--- config.mk ---
export PLATFORM = sky130hd
export DESIGN_NAME = tape_loader
export DESIGN_NICKNAME = d
export VERILOG_FILES = /design/src/rtl/tl_pkg.sv /design/src/rtl/tl_pair.sv /design/src/rtl/tl_csum.sv /design/src/rtl/tl_addr.sv /design/src/rtl/tape_loader.sv
export SDC_FILE = /design/constraint.sdc
export NUM_CORES = 1
export LEC_CHECK = 0
export BUFFER_PORTS_ARGS = -buffer_cell sky130_fd_sc_hd__buf_2
export CORE_AREA = 2 2 109 111
export CTS_CLUSTER_DIAMETER = 200
export DETAILED_ROUTE_END_ITERATION = 8
export DIE_AREA = 0 0 111 113
export GPL_TIMING_DRIVEN = 0
export PLACE_DENSITY = 0.69
export SLEW_MARGIN = 20
export SYNTH_ARGS = -nofsm -noshare
export SYNTH_HDL_FRONTEND = slang
export SYNTH_SLANG_ARGS = --single-unit
--- constraint.sdc ---
create_clock -name clk_i -period 3.33 [get_ports clk_i]
set_clock_uncertainty 0.2 [all_clocks]
set_input_delay 0.4995 -clock clk_i [delete_from_list [all_inputs] [get_ports clk_i]]
set_output_delay 0.4995 -clock clk_i [all_outputs]
set_load 0.02 [all_outputs]
--- src/rtl/tl_pkg.sv ---
package tl_pkg;
  localparam int WORD_W = 16;

  typedef enum logic [3:0] {
    S_IDLE, S_SEEK, S_PAD, S_AHI, S_ALO, S_DHI, S_DLO, S_KHI, S_KLO, S_DONE
  } ld_state_e;

  typedef enum logic [1:0] {
    LD_OK  = 2'd0,
    LD_FMT = 2'd1,
    LD_SUM = 2'd2
  } ld_status_e;
endpackage

--- src/rtl/tl_pair.sv ---
module tl_pair #(
  parameter int BW = 8
) (
  input  logic          clk_i,
  input  logic          rst_ni,
  input  logic          cap_hi_i,
  input  logic [BW-1:0] byte_i,
  output logic [2*BW-1:0] word_o
);
  logic [BW-1:0] hi_q;

  always_ff @(posedge clk_i or negedge rst_ni) begin
    if (!rst_ni)       hi_q <= '0;
    else if (cap_hi_i) hi_q <= byte_i;
  end

  assign word_o = {hi_q, byte_i};
endmodule

--- src/rtl/tl_csum.sv ---
module tl_csum #(
  parameter int CW = 16
) (
  input  logic          clk_i,
  input  logic          rst_ni,
  input  logic          seed_i,
  input  logic          add_i,
  input  logic [CW-1:0] val_i,
  output logic [CW-1:0] sum_o
);
  always_ff @(posedge clk_i or negedge rst_ni) begin
    if (!rst_ni)     sum_o <= '0;
    else if (seed_i) sum_o <= val_i;
    else if (add_i)  sum_o <= sum_o + val_i;
  end


  sum_wrap_chk: assert property (@(posedge clk_i) disable iff (!rst_ni)
    add_i && !seed_i |=> sum_o == CW'($past(sum_o) + $past(val_i)));

  sum_seed_chk: assert property (@(posedge clk_i) disable iff (!rst_ni)
    seed_i |=> sum_o == $past(val_i));
endmodule

--- src/rtl/tl_addr.sv ---
module tl_addr #(
  parameter int AW = 15
) (
  input  logic          clk_i,
  input  logic          rst_ni,
  input  logic          load_i,
  input  logic [AW-1:0] load_val_i,
  input  logic          step_i,
  input  logic [AW:0]   mem_size_i,
  output logic [AW-1:0] addr_o,
  output logic          in_range_o
);
  always_ff @(posedge clk_i or negedge rst_ni) begin
    if (!rst_ni)      addr_o <= '0;
    else if (load_i)  addr_o <= load_val_i;
    else if (step_i)  addr_o <= addr_o + AW'(1);
  end

  assign in_range_o = {1'b0, addr_o} < mem_size_i;


  addr_step_chk: assert property (@(posedge clk_i) disable iff (!rst_ni)
    step_i && !load_i |=> addr_o == AW'($past(addr_o) + AW'(1)));
endmodule

--- src/rtl/tape_loader.sv ---
module tape_loader
  import tl_pkg::*;
#(
  parameter int AW       = 15,
  parameter int ZERO_RUN = 10
) (
  input  logic              clk_i,
  input  logic              rst_ni,
  input  logic              start_i,
  input  logic [7:0]        byte_i,
  input  logic              valid_i,
  input  logic              eos_i,
  input  logic [AW:0]       mem_size_i,
  output logic              ready_o,
  output logic              wr_en_o,
  output logic [AW-1:0]     wr_addr_o,
  output logic [WORD_W-1:0] wr_data_o,
  output logic              done_o,
  output logic [1:0]        status_o
);
  localparam int ZW = $clog2(ZERO_RUN + 1);

  ld_state_e         state_q;
  logic [7:0]        cnt_q;
  logic [ZW-1:0]     zcnt_q;
  logic              loaded_q;
  logic              fire, eos_hit;
  logic [WORD_W-1:0] word;
  logic [WORD_W-1:0] sum;
  logic [AW-1:0]     addr;
  logic              in_range;

  assign ready_o = (state_q != S_IDLE) && (state_q != S_DONE);
  assign fire    = valid_i && ready_o;
  assign eos_hit = eos_i && !valid_i && ready_o;

  tl_pair #(.BW(8)) u_pair (
    .clk_i    (clk_i),
    .rst_ni   (rst_ni),
    .cap_hi_i (fire && (state_q == S_AHI || state_q == S_DHI || state_q == S_KHI)),
    .byte_i   (byte_i),
    .word_o   (word)
  );

  tl_csum #(.CW(WORD_W)) u_csum (
    .clk_i  (clk_i),
    .rst_ni (rst_ni),
    .seed_i (fire && state_q == S_ALO),
    .add_i  (fire && state_q == S_DLO),
    .val_i  (word),
    .sum_o  (sum)
  );

  tl_addr #(.AW(AW)) u_addr (
    .clk_i      (clk_i),
    .rst_ni     (rst_ni),
    .load_i     (fire && state_q == S_ALO),
    .load_val_i (word[AW-1:0]),
    .step_i     (fire && state_q == S_DLO),
    .mem_size_i (mem_size_i),
    .addr_o     (addr),
    .in_range_o (in_range)
  );

  always_ff @(posedge clk_i or negedge rst_ni) begin
    if (!rst_ni) begin
      state_q   <= S_IDLE;
      cnt_q     <= '0;
      zcnt_q    <= '0;
      loaded_q  <= 1'b0;
      done_o    <= 1'b0;
      status_o  <= LD_OK;
      wr_en_o   <= 1'b0;
      wr_addr_o <= '0;
      wr_data_o <= '0;
    end else begin
      wr_en_o <= 1'b0;
      if (start_i) begin
        state_q  <= S_SEEK;
        zcnt_q   <= '0;
        loaded_q <= 1'b0;
        done_o   <= 1'b0;
        status_o <= LD_OK;
      end else begin
        unique case (state_q)
          S_SEEK: begin
            if (eos_hit) begin
              state_q <= S_DONE;
              done_o  <= 1'b1;
            end else if (fire) begin
              if (byte_i != 8'd0) begin
                cnt_q   <= byte_i;
                zcnt_q  <= '0;
                state_q <= S_PAD;
              end else if (loaded_q) begin
                if (zcnt_q == ZW'(ZERO_RUN - 1)) begin
                  state_q <= S_DONE;
                  done_o  <= 1'b1;
                end else begin
                  zcnt_q <= zcnt_q + ZW'(1);
                end
              end
            end
          end
          S_PAD, S_AHI, S_ALO, S_DHI, S_DLO, S_KHI, S_KLO: begin
            if (eos_hit) begin
              state_q  <= S_DONE;
              done_o   <= 1'b1;
              status_o <= LD_FMT;
            end else if (fire) begin
              unique case (state_q)
                S_PAD: state_q <= S_AHI;
                S_AHI: state_q <= S_ALO;
                S_ALO: state_q <= S_DHI;
                S_DHI: state_q <= S_DLO;
                S_DLO: begin
                  wr_en_o   <= in_range;
                  wr_addr_o <= addr;
                  wr_data_o <= word;
                  cnt_q     <= cnt_q - 8'd1;
                  state_q   <= (cnt_q == 8'd1) ? S_KHI : S_DHI;
                end
                S_KHI: state_q <= S_KLO;
                default: begin
                  if (word == sum) begin
                    loaded_q <= 1'b1;
                    state_q  <= S_SEEK;
                  end else begin
                    state_q  <= S_DONE;
                    done_o   <= 1'b1;
                    status_o <= LD_SUM;
                  end
                end
              endcase
            end
          end
          default: ;
        endcase
      end
    end
  end


  done_blocks_chk: assert property (@(posedge clk_i) disable iff (!rst_ni)
    done_o |-> !ready_o && !wr_en_o);

  done_hold_chk: assert property (@(posedge clk_i) disable iff (!rst_ni)
    done_o && !start_i |=> done_o && $stable(status_o));

  wr_range_chk: assert property (@(posedge clk_i) disable iff (!rst_ni)
    wr_en_o |-> ({1'b0, wr_addr_o} < $past(mem_size_i)));

  wr_after_byte_chk: assert property (@(posedge clk_i) disable iff (!rst_ni)
    wr_en_o |-> $past(valid_i && ready_o));

  wr_single_chk: assert property (@(posedge clk_i) disable iff (!rst_ni)
    wr_en_o |=> !wr_en_o);

  status_done_chk: assert property (@(posedge clk_i) disable iff (!rst_ni)
    status_o != LD_OK |-> done_o);
endmodule

==> results of run 1 <==
==> layout make-up <==
| cell class | count | area share, % |
|---|---|---|
| Multi-Input combinational cell | 446 | 47.4 |
| Sequential cell | 91 | 34.9 |
| Timing Repair Buffer | 66 | 5.59 |
| Clock buffer | 10 | 3.67 |
| Tap cell | 143 | 2.75 |
| Buffer | 28 | 1.96 |
| Clock inverter | 5 | 1.92 |
| Inverter | 31 | 1.79 |
==> report_power, final <==
part | internal, mW | switching, mW | total, mW
Sequential | 1.57 | 0.430 | 1.99
Clock | 0.824 | 0.433 | 1.26
Combinational | 1.22 | 1.77 | 2.99
Total | 3.61 | 2.63 | 6.24
==> worst min path at each step <==
| stage | from | cells past startpoint | end |
|---|---|---|---|
| floorplan | rst_ni | 0 | cnt_q[0] |
| finish | mem_size_i[15] | 3 | wr_en_o |
| detailed placement | rst_ni | 1 | wr_en_o |
| CTS | mem_size_i[15] | 3 | wr_en_o |
| global placement | wr_addr_o[2] | 1 | wr_addr_o[2] |
| global route | mem_size_i[15] | 3 | wr_en_o |
==> sequential cells by signal, summed over array words and instances (netlist names) <==
name	cells
wr_data_o	16
u_pair.hi_q	8
status_o	2
done_o	1
loaded_q	1
wr_addr_o	15
zcnt_q	4
cnt_q	8
u_addr.addr_o	15
u_csum.sum_o	16
wr_en_o	1
state_q	4
==> what timing repair did <==
action,4_1_cts,5_1_grt
setup buffers,0,0
hold buffers,1,0
hold endpoints to repair,36,0
==> critical path: cells and delay by family, from the launching register on <==
kind | cells | cell delay, ps
AND/OR/NAND/NOR | 5 | 1410
adder cells (fa/ha/maj) | 1 | 360
AO/OA/AOI/OAI | 1 | 230
flip-flops | 1 | 380
==> per-stage QoR <==
step           worst slack [ps]  utilization, %  instance area [um2]  hold slack (ps)  power, mW
6_report                    644            57.8                 6520              259       6.24
5_1_grt                     612            57.8                 6520              283       6.71
4_1_cts                     714            57.8                 6520              252       6.24
3_5_place_dp                375            54.5                 6140              226       4.97
3_3_place_gp                360            54.2                 6110              268       4.85
2_1_floorplan               952               -                 5610             3.91       4.12
==> cells in the final DEF, fill, tap and decap left out, types with 8 or more instances in the layout <==
| master | n |
|---|---|
| inv_1 | 31 |
| o21ai_1 | 8 |
| nand3_1 | 28 |
| ha_1 | 34 |
| nor2_1 | 25 |
| dfrtp_1 | 91 |
| nor4_1 | 8 |
| mux2_2 | 11 |
| nand2_1 | 57 |
| a21o_1 | 16 |
| o22ai_1 | 9 |
| buf_2 | 72 |
| nor3_1 | 10 |
| mux2_1 | 30 |
| clkbuf_16 | 9 |
| o21ai_0 | 37 |
| a21oi_1 | 42 |
| xnor2_1 | 9 |
| clkbuf_1 | 13 |
==> routing by layer <==
metal  vias to the layer above  track usage [%]  routed length [um]
met1                      2367             31.4                6180
met3                        33             4.18                1030
met2                       187             38.7                6780
met4                         0             10.3                 403
met5                         -                0                   0
li1                       2329                -                   -
==> kinds of logic (layout without fill, tap and decap cells) <==
group                      count (synthesis)  count (layout)
AOI/OAI and AO/OA                        160             160
xor gates and xnor gates                  16              16
buffers and inverters                     59             140
muxes                                     48              48
and+or+nand+nor                          187             187
DFF                                       91              91
adders and majority gates                 35              35
==> key figures, run 1 <==
STA
  • Final setup fails: 0
  • Setup TNS: 0 ps
  • F_max: ~370 MHz
  • Fin crit share: between 80% and 90%
  • RSZ-0062 raised after global routing: false
  • Worst-Margin Slew: roughly 650 ps
  • Final Max Tran Viols: 0
  • Final-report hold violation count: 0
  • Tmin final: roughly 2700 ps
  • Slew headroom: roughly 56%

Critical path
  • Worst Setup SP: u_csum.sum_o[4]
  • WS Path Type: flip-flop to flip-flop
  • Crit-path cells: ha_1 -> or4_1 -> nor4_1 -> nand4_1 -> nand3b_1 -> nand2_1 -> a22o_1
  • Slowest-stage cell, CP: or4_1
  • Startpoint types: flip-flop
  • Critical Path Sink Type: flip-flop
  • Critical Path RT: between 3000 and 4000 ps
  • Worst r2r dst: state_q[3]
  • Reg2Reg Launch Point: u_csum.sum_o[4]
  • Worst Path Max Fanout: 6
  • Crit path to: state_q[3]
  • CP max stage delay: ~520 ps
  • Critical path arrival: about 2700 ps
  • R2r setup slk: 640 ps
  • R2R depth: 7

Synthesis
  • Mapped Area: 5610 um2
  • Main combinational cell family by area after synthesis: compound AO/OA/AOI/OAI gates
  • Synth top area cells: dfrtp_1 41%, ha_1 7.6%, mux2_1 6.0%
  • Share of the synthesized area in the top cell type: between 40% and 50%
  • Xor and xnor area share after synthesis: 2.50%
  • Simple-gate share of the synthesized area: approximately 17%
  • Flops & latches, synth: between 90 and 100
  • EDFF count, synth: 0
  • Post-Syn Instances: ~600
  • Synth Net Count: 660
  • Cell taking the most area after synthesis: dfrtp_1
  • Fraction of registers with async set/reset: between 90% and 100%
  • Post-synthesis sequential area ratio: about two fifths
  • Synth Area in Adders: ~8%
  • Most common cell in the netlist: dfrtp_1
  • Compound-Gate Fraction of Synth Area: approximately 18%
  • Most frequent cells after synthesis: 91 x dfrtp_1, 57 x nand2_1, 42 x a21oi_1
  • Syn Area/Cell: ~9.4 um2
  • Post-synthesis mux area share: around a tenth
  • Primary FF master, synth: dfrtp_1
  • Ys Warns: 0
  • Count of cell types in the netlist: between 60 and 70

Clock network
  • CTS root buf: clkbuf_16
  • Bufs on Longest Clock Path: 2
  • CTS Buf Count: 9
  • CTS tree: done
  • H-tree levels: 3
  • Worst-path clk slew: ~60 ps
  • Clock latency on the worst-skew pair: between 300 and 400 ps
  • Post-cts resize count: 0
  • # clock sinks: 91

Die
  • Height of the die: about 110 um
  • Die area: 12500 um2
  • IO Count: 65
  • Initial Util: ~50%
  • Core Rows: 39
  • Core Area: approximately 11000 um2
  • Die W: 111 um

Route
  • Vias/cell: 6.00
  • Vias: 4916
  • WL/cell: 17.6 um
  • # DRC: 0
  • DR pass1 iterations: 7
  • Initial DRC Count: 289
  • Routed Wire Length: 14400 um
  • Remaining antenna violation count: 0

Placed design
  • PortBufs: 64
  • Post-Place Cells: approximately 800
  • DPL Wire Length: about 10000 um
  • GP Congestion: 0.920

Global route
  • Vias in the first global route: around 4800
  • Congestion Overflow GR: 0
  • First-pass GRT wire length: 23800 um
  • Initial antenna violation count: 0
  • Overall routing resource usage: between 20% and 30%
  • Pin count of the biggest net entering global routing: between 50 and 60

Flow run
  • Max-cap violations: 0

Status
  • Status: completed

Layout
  • Antenna cells: 0
  • Register area: ~2300 um2
  • Area grow syn2layout: 16.2%
  • Layout cell share with drive strength beyond 1: between 10% and 20%
  • Cell Count, Final, Fillers Out: about 800
  • Nets: between 700 and 800
  • Area of the multi-input gates: just over 3000 um2
  • Filler cells: 1004

Power
  • Power Density: around 960 nW/um2
  • Leak pwr: 3.05 nW
  • Maximum VDD drop: 0.000467 V

Min path
  • Hold Path Class: input pin to flip-flop
(Power assumes the default switching activity.)
==> run 2, diff against run 1 <==
clock period = 2.6 ns   (was 3.33 ns; I/O delays follow)
==> run 2 against run 1 <==
  * Sequential power up 29%
  * Core utilization up 0.16 points
  * Register-to-register slack worse by 580 ps
  * Clock power up 28%
  * First-iteration DRC count up 12%
  * Critical path depth up 1
  * Worst setup slack worse by 580 ps
  * Global-route usage about the same
  * Critical endpoint unchanged
  * Sequential share of layout area down 0.074 points
  * Critical path type unchanged
  * Non-clock buffer count unchanged
  * Largest cell class unchanged
  * Routed wire length up 0.68%
  * Count of clock-buffer cells in the layout unchanged
==> key figures, run 2 (same netlist as run 1, synthesis figures left out) <==
Status
  • Status: completed

Clock network
  • CTS tree: done
  • CTS root buf: clkbuf_16
  • Bufs on Longest Clock Path: 2
  • CTS Buf Count: 9
  • # clock sinks: 91
  • H-tree levels: 3
  • Clock latency on the worst-skew pair: roughly 350 ps
  • Worst-path clk slew: ~60 ps

Layout
  • Most common cell after layout, fill and taps aside: dfrtp_1
  • Area grow syn2layout: 16.5%
  • Top Registers: u_csum.sum_o: 16 flops, wr_data_o: 16 flops
  • Nets: about 740
  • Layout cell share with drive strength beyond 1: about 18%
  • Antenna cells: 0
  • Most frequent cells in the layout: 90 x dfrtp_1, 72 x buf_2, 56 x nand2_1

Global route
  • Vias in the first global route: between 4000 and 5000
  • Pin count of the biggest net entering global routing: 56
  • Overall routing resource usage: 23.7%
  • Initial antenna violation count: 0
  • First-pass GRT wire length: around 24000 um
  • Congestion Overflow GR: 0

Die
  • IO Count: 65
  • Height of the die: roughly 110 um
  • Core Area: approximately 11000 um2
  • Initial Util: about half
  • Die area: ~13000 um2
  • Core Rows: 39
  • Die W: between 100 and 150 um

Flow run
  • Max-cap violations: 0

STA
  • F_max: around 390 MHz
  • Setup TNS: 0 ps
  • Final setup fails: 0
  • Fin crit share: about 97%
  • RSZ-0062 raised after global routing: false
  • Worst-Margin Slew: ~660 ps
  • Slew headroom: around 56%
  • Tmin final: about 2500 ps
  • Final-report hold violation count: 0
  • Final Max Tran Viols: 0

Placed design
  • PortBufs: between 60 and 70
  • DPL Wire Length: roughly 10000 um
  • GP Congestion: approximately 0.92

Min path
  • Hold Path Class: input pin to flip-flop
  • Hold path depth: 3

Critical path
  • R2r setup slk: roughly 66 ps
  • R2R depth: 8
  • Critical path arrival: around 2600 ps
  • Worst Path Max Fanout: 6
  • Critical Path Sink Type: flip-flop
  • Critical Path RT: between 2000 and 3000 ps
  • Startpoint types: flip-flop
  • WS Path Type: flip-flop to flip-flop

Route
  • WL met1: approximately 6200 um
  • Initial DRC Count: between 300 and 400
  • DR pass1 iterations: 7
  • WL/cell: roughly 18 um
  • Vias/cell: between 6 and 7
  • DR top layer: met4
  • Met3 routed WL: about 1000 um
  • Vias: between 4000 and 5000
  • Metal2 WL: around 6800 um
  • # DRC: 0
  • Routed Wire Length: roughly 14000 um
  • Remaining antenna violation count: 0

Power
  • Total power draw: 8.03 mW
  • Sequential Power Share: roughly a third
  • Power Density: 1230 nW/um2
  • Sw Ratio: 42.3%
  • Clock Power Share: roughly a fifth
  • Maximum VDD drop: 0.000600 V
  • Sw Pwr: around 3.4 mW
  • Internal cell power: 4.63 mW
  • Logic pwr share: around 48%
  • Leak pwr: between 3 and 4 nW
run 2: changes by cell type in the layout (fill, tap and decap cells not counted), sizes merged:
cell    previous run  this run
buf               80        81
clkbuf            23        22
run 2: area by class of cell:
cell class	instances	area [um2]
buffer	27	124
clock buffer	10	239
clock inverter	5	125
fill	1006	4740
inverter	31	116
multi-input combinational	446	3100
sequential	91	2280
tap	143	179
timing repair buffer	67	372
run 2: per-layer routing:
layer	GRT usage [%]	vias to the layer above
met5	0	-
met4	10.3	0
met3	4.18	39
met2	38.8	183
met1	31.4	2402
li1	-	2320
run 2: critical path, cell delays in order (launching register included):
cell	delay, ps
dfrtp_1	380
ha_1	360
or4_1	520
nor4_1	290
nand4_1	130
buf_4	190
nand3b_1	80
nand2_1	50
a22o_1	230
run 2: final timing paths:
kind                                 startpoint             end
worst max-delay path            u_csum.sum_o[4]      state_q[3]
worst min-delay path             mem_size_i[15]         wr_en_o
worst max register to register  u_csum.sum_o[4]      state_q[3]
worst min register to register    wr_addr_o[12]   wr_addr_o[12]
max in group asynchronous                rst_ni  u_pair.hi_q[3]
min in group asynchronous                rst_ni         wr_en_o
run 2: repair_timing:
action	CTS	global route
hold endpoints to repair	36	0
cloned	0	0
gates resized for setup	0	5
setup endpoints to repair	1	12
pin swaps	1	0
hold buffers	1	0
buffers inserted	1	0
run 2: per-stage QoR:
step / hold WS (ps) / instance area [um2] / std cells / setup WS [ps] / utilization (%)
after detailed placement: 117 / 6140 / 804 / -246 / 54.5
after global placement: 268 / 6110 / 803 / -260 / 54.2
final: 147 / 6530 / 820 / 66.4 / 58.0
after global routing: 174 / 6530 / 820 / 9.60 / 58.0
after floorplan: -106 / 5610 / 596 / 331 / -
after CTS: 142 / 6520 / 821 / 60.0 / 57.9
run 2: power by group through the flow:
stage	combinational (mW)	clock [mW]	sequential, mW
after floorplan	2.59	0	2.69
after global placement	3.66	0	2.55
after detailed placement	3.79	0	2.57
after CTS	3.81	1.63	2.56
after global routing	4.29	1.69	2.64
final	3.86	1.61	2.56
==> run 3, diff against run 2 <==
CAP_MARGIN = 20   (was unset)
CORE_AREA = 2 2 115 117   (was 2 2 109 111)
DIE_AREA = 0 0 117 119   (was 0 0 111 113)
PLACE_DENSITY = unset   (was 0.69)
==> run 3 against run 2 <==
  * Sequential share of layout area about the same
  * Count of clock-buffer cells in the layout up 1
  * Clock power down 17%
  * Largest cell class unchanged
  * Flip-flop and latch count unchanged
  * First-iteration DRC count down 20%
  * Critical path depth down 1
  * Final cell count up 3.9%
  * Highest routed layer unchanged
  * Register-to-register slack about the same
==> key figures, run 3 (same netlist as run 1, synthesis figures left out) <==
Die
  • Initial Util: 43.6%
  • Core Area: 12900 um2
  • Die area: 13900 um2
  • Core Rows: 42
  • Height of the die: about 120 um
  • Die W: 117 um
  • IO Count: 65

STA
  • RSZ-0062 raised after global routing: false
  • Post-route setup slack: 58.8 ps
  • Slew headroom: between 50% and 60%
  • Worst Hold Slack: roughly 150 ps
  • Tmin final: 2540 ps
  • Final-report hold violation count: 0
  • Final setup fails: 0
  • Worst-Margin Slew: 602 ps
  • Final Max Tran Viols: 0
  • F_max: about 390 MHz
  • Fin crit share: 97.7%

Placed design
  • PortBufs: 64
  • Post-place setup slack: -318 ps
  • DPL Wire Length: approximately 11000 um
  • GP Congestion: 0.903

Power
  • Sequential Power Share: between 30% and 40%
  • Logic pwr share: 49.8%
  • Clock Power Share: between 10% and 20%
  • Maximum VDD drop: between 0.0005 and 0.0006 V
  • Sw Pwr: 3.41 mW
  • Power Density: approximately 1200 nW/um2
  • Leak pwr: approximately 3 nW
  • Sw Ratio: approximately 44%
  • Internal cell power: approximately 4.4 mW

Route
  • Vias: ~4800
  • Vias/cell: around 5.7
  • Routed Wire Length: between 10000 and 15000 um
  • Initial DRC Count: 260
  • Remaining antenna violation count: 0
  • DR pass1 iterations: 6
  • # DRC: 0
  • WL/cell: 17.0 um

Status
  • Status: completed

Clock network
  • H-tree levels: 3
  • CTS tree: done
  • Worst-path clk slew: approximately 60 ps
  • Bufs on Longest Clock Path: 2
  • Clock latency on the worst-skew pair: between 300 and 400 ps
  • CTS Buf Count: 9
  • # clock sinks: a little over 90
  • CTS root buf: clkbuf_16

Min path
  • Hold Path Class: input pin to flip-flop
  • Hold path depth: 3

Layout
  • Layout cell share with drive strength beyond 1: a little under a fifth
  • Nets: between 700 and 800
  • Antenna cells: 0
  • Most common cell after layout, fill and taps aside: dfrtp_1
  • Top Registers: u_csum.sum_o: 16 flops, wr_data_o: 16 flops
  • Most frequent cells in the layout: 91 x dfrtp_1, 72 x buf_2, 56 x nand2_1
  • Area grow syn2layout: 16.3%

Global route
  • Initial antenna violation count: 0
  • Pin count of the biggest net entering global routing: between 50 and 60
  • First-pass GRT wire length: ~24000 um
  • Congestion Overflow GR: 0
  • Overall routing resource usage: 22.0%
  • Vias in the first global route: 4683

Critical path
  • WS Path Type: flip-flop to flip-flop
  • Slowest-stage cell, CP: dfrtp_1
  • CP max stage delay: ~460 ps
  • Worst Path Max Fanout: 6
  • Startpoint types: flip-flop
  • Critical Path RT: 2630 ps
  • R2R depth: 7
  • Critical path arrival: ~2600 ps
  • Crit-path cells: ha_2 -> or4_1 -> nor4_4 -> nand4_1 -> nand3b_1 -> nand2_1 -> a22o_1
  • Critical Path Sink Type: flip-flop

Flow run
  • Max-cap violations: 0
==> run 3: worst max-delay path, delay by kind of cell, from the launching register on <==
family,cells,cell delay (ps)
adder cells (fa/ha/maj),1,350
flip-flops,1,460
AO/OA/AOI/OAI,1,240
AND/OR/NAND/NOR,5,1180
==> run 3: repair_timing <==
item	in CTS	in global routing
pin swaps	0	1
buffers inserted	0	0
hold endpoints to repair	38	0
hold buffers	1	0
resized for setup	1	7
setup endpoints to repair	1	7
==> run 3: path summary, 6_finish.rpt <==
kind / startpoint / to / slack (ps)
setup / recovery: u_pair.hi_q[6] / state_q[3] / 60
hold / removal: mem_size_i[15] / wr_en_o / 150
setup reg to reg: u_pair.hi_q[6] / state_q[3] / 60
hold reg to reg: wr_addr_o[10] / wr_addr_o[10] / 280
max in group asynchronous: rst_ni / wr_data_o[5] / 1300
min in group asynchronous: rst_ni / wr_addr_o[9] / 320
==> run 3: per-layer routing <==
layer / GRT usage [%] / wire length, um / vias to the layer above
met4: 9.78 / 409 / 0
met2: 35.3 / 6950 / 125
met3: 3.72 / 623 / 34
met5: 0 / 0 / -
li1: - / - / 2326
met1: 29.0 / 6520 / 2330
==> run 3: layout make-up <==
type                            count  area [um2]
Buffer                             26         120
Clock buffer                       11         243
Clock inverter                      5        60.1
Fill cell                        1216        6350
Inverter                           31         116
Multi-Input combinational cell    446        3120
Sequential cell                    91        2280
Tap cell                          176         220
Timing Repair Buffer               66         364
==> run 3: per-stage QoR <==
step	setup TNS [ps]	instance area [um2]	std cells	util [%]	total power [mW]
after floorplan	0	5610	596	-	5.28
after global placement	-4860	6150	836	47.8	6.25
after detailed placement	-6450	6180	837	48.0	6.37
after CTS	0	6500	854	50.5	7.76
after global routing	0	6520	852	50.7	8.43
final	0	6520	852	50.7	7.77
==> run 3: power by group through the flow <==
stage               combinational (mW)  sequential [mW]  clock [mW]
floorplan                         2.59             2.69           0
global placement                  3.70             2.55           0
detailed placement                3.79             2.58           0
CTS                               3.82             2.56        1.38
global route                      4.34             2.66        1.44
finish                            3.87             2.56        1.34
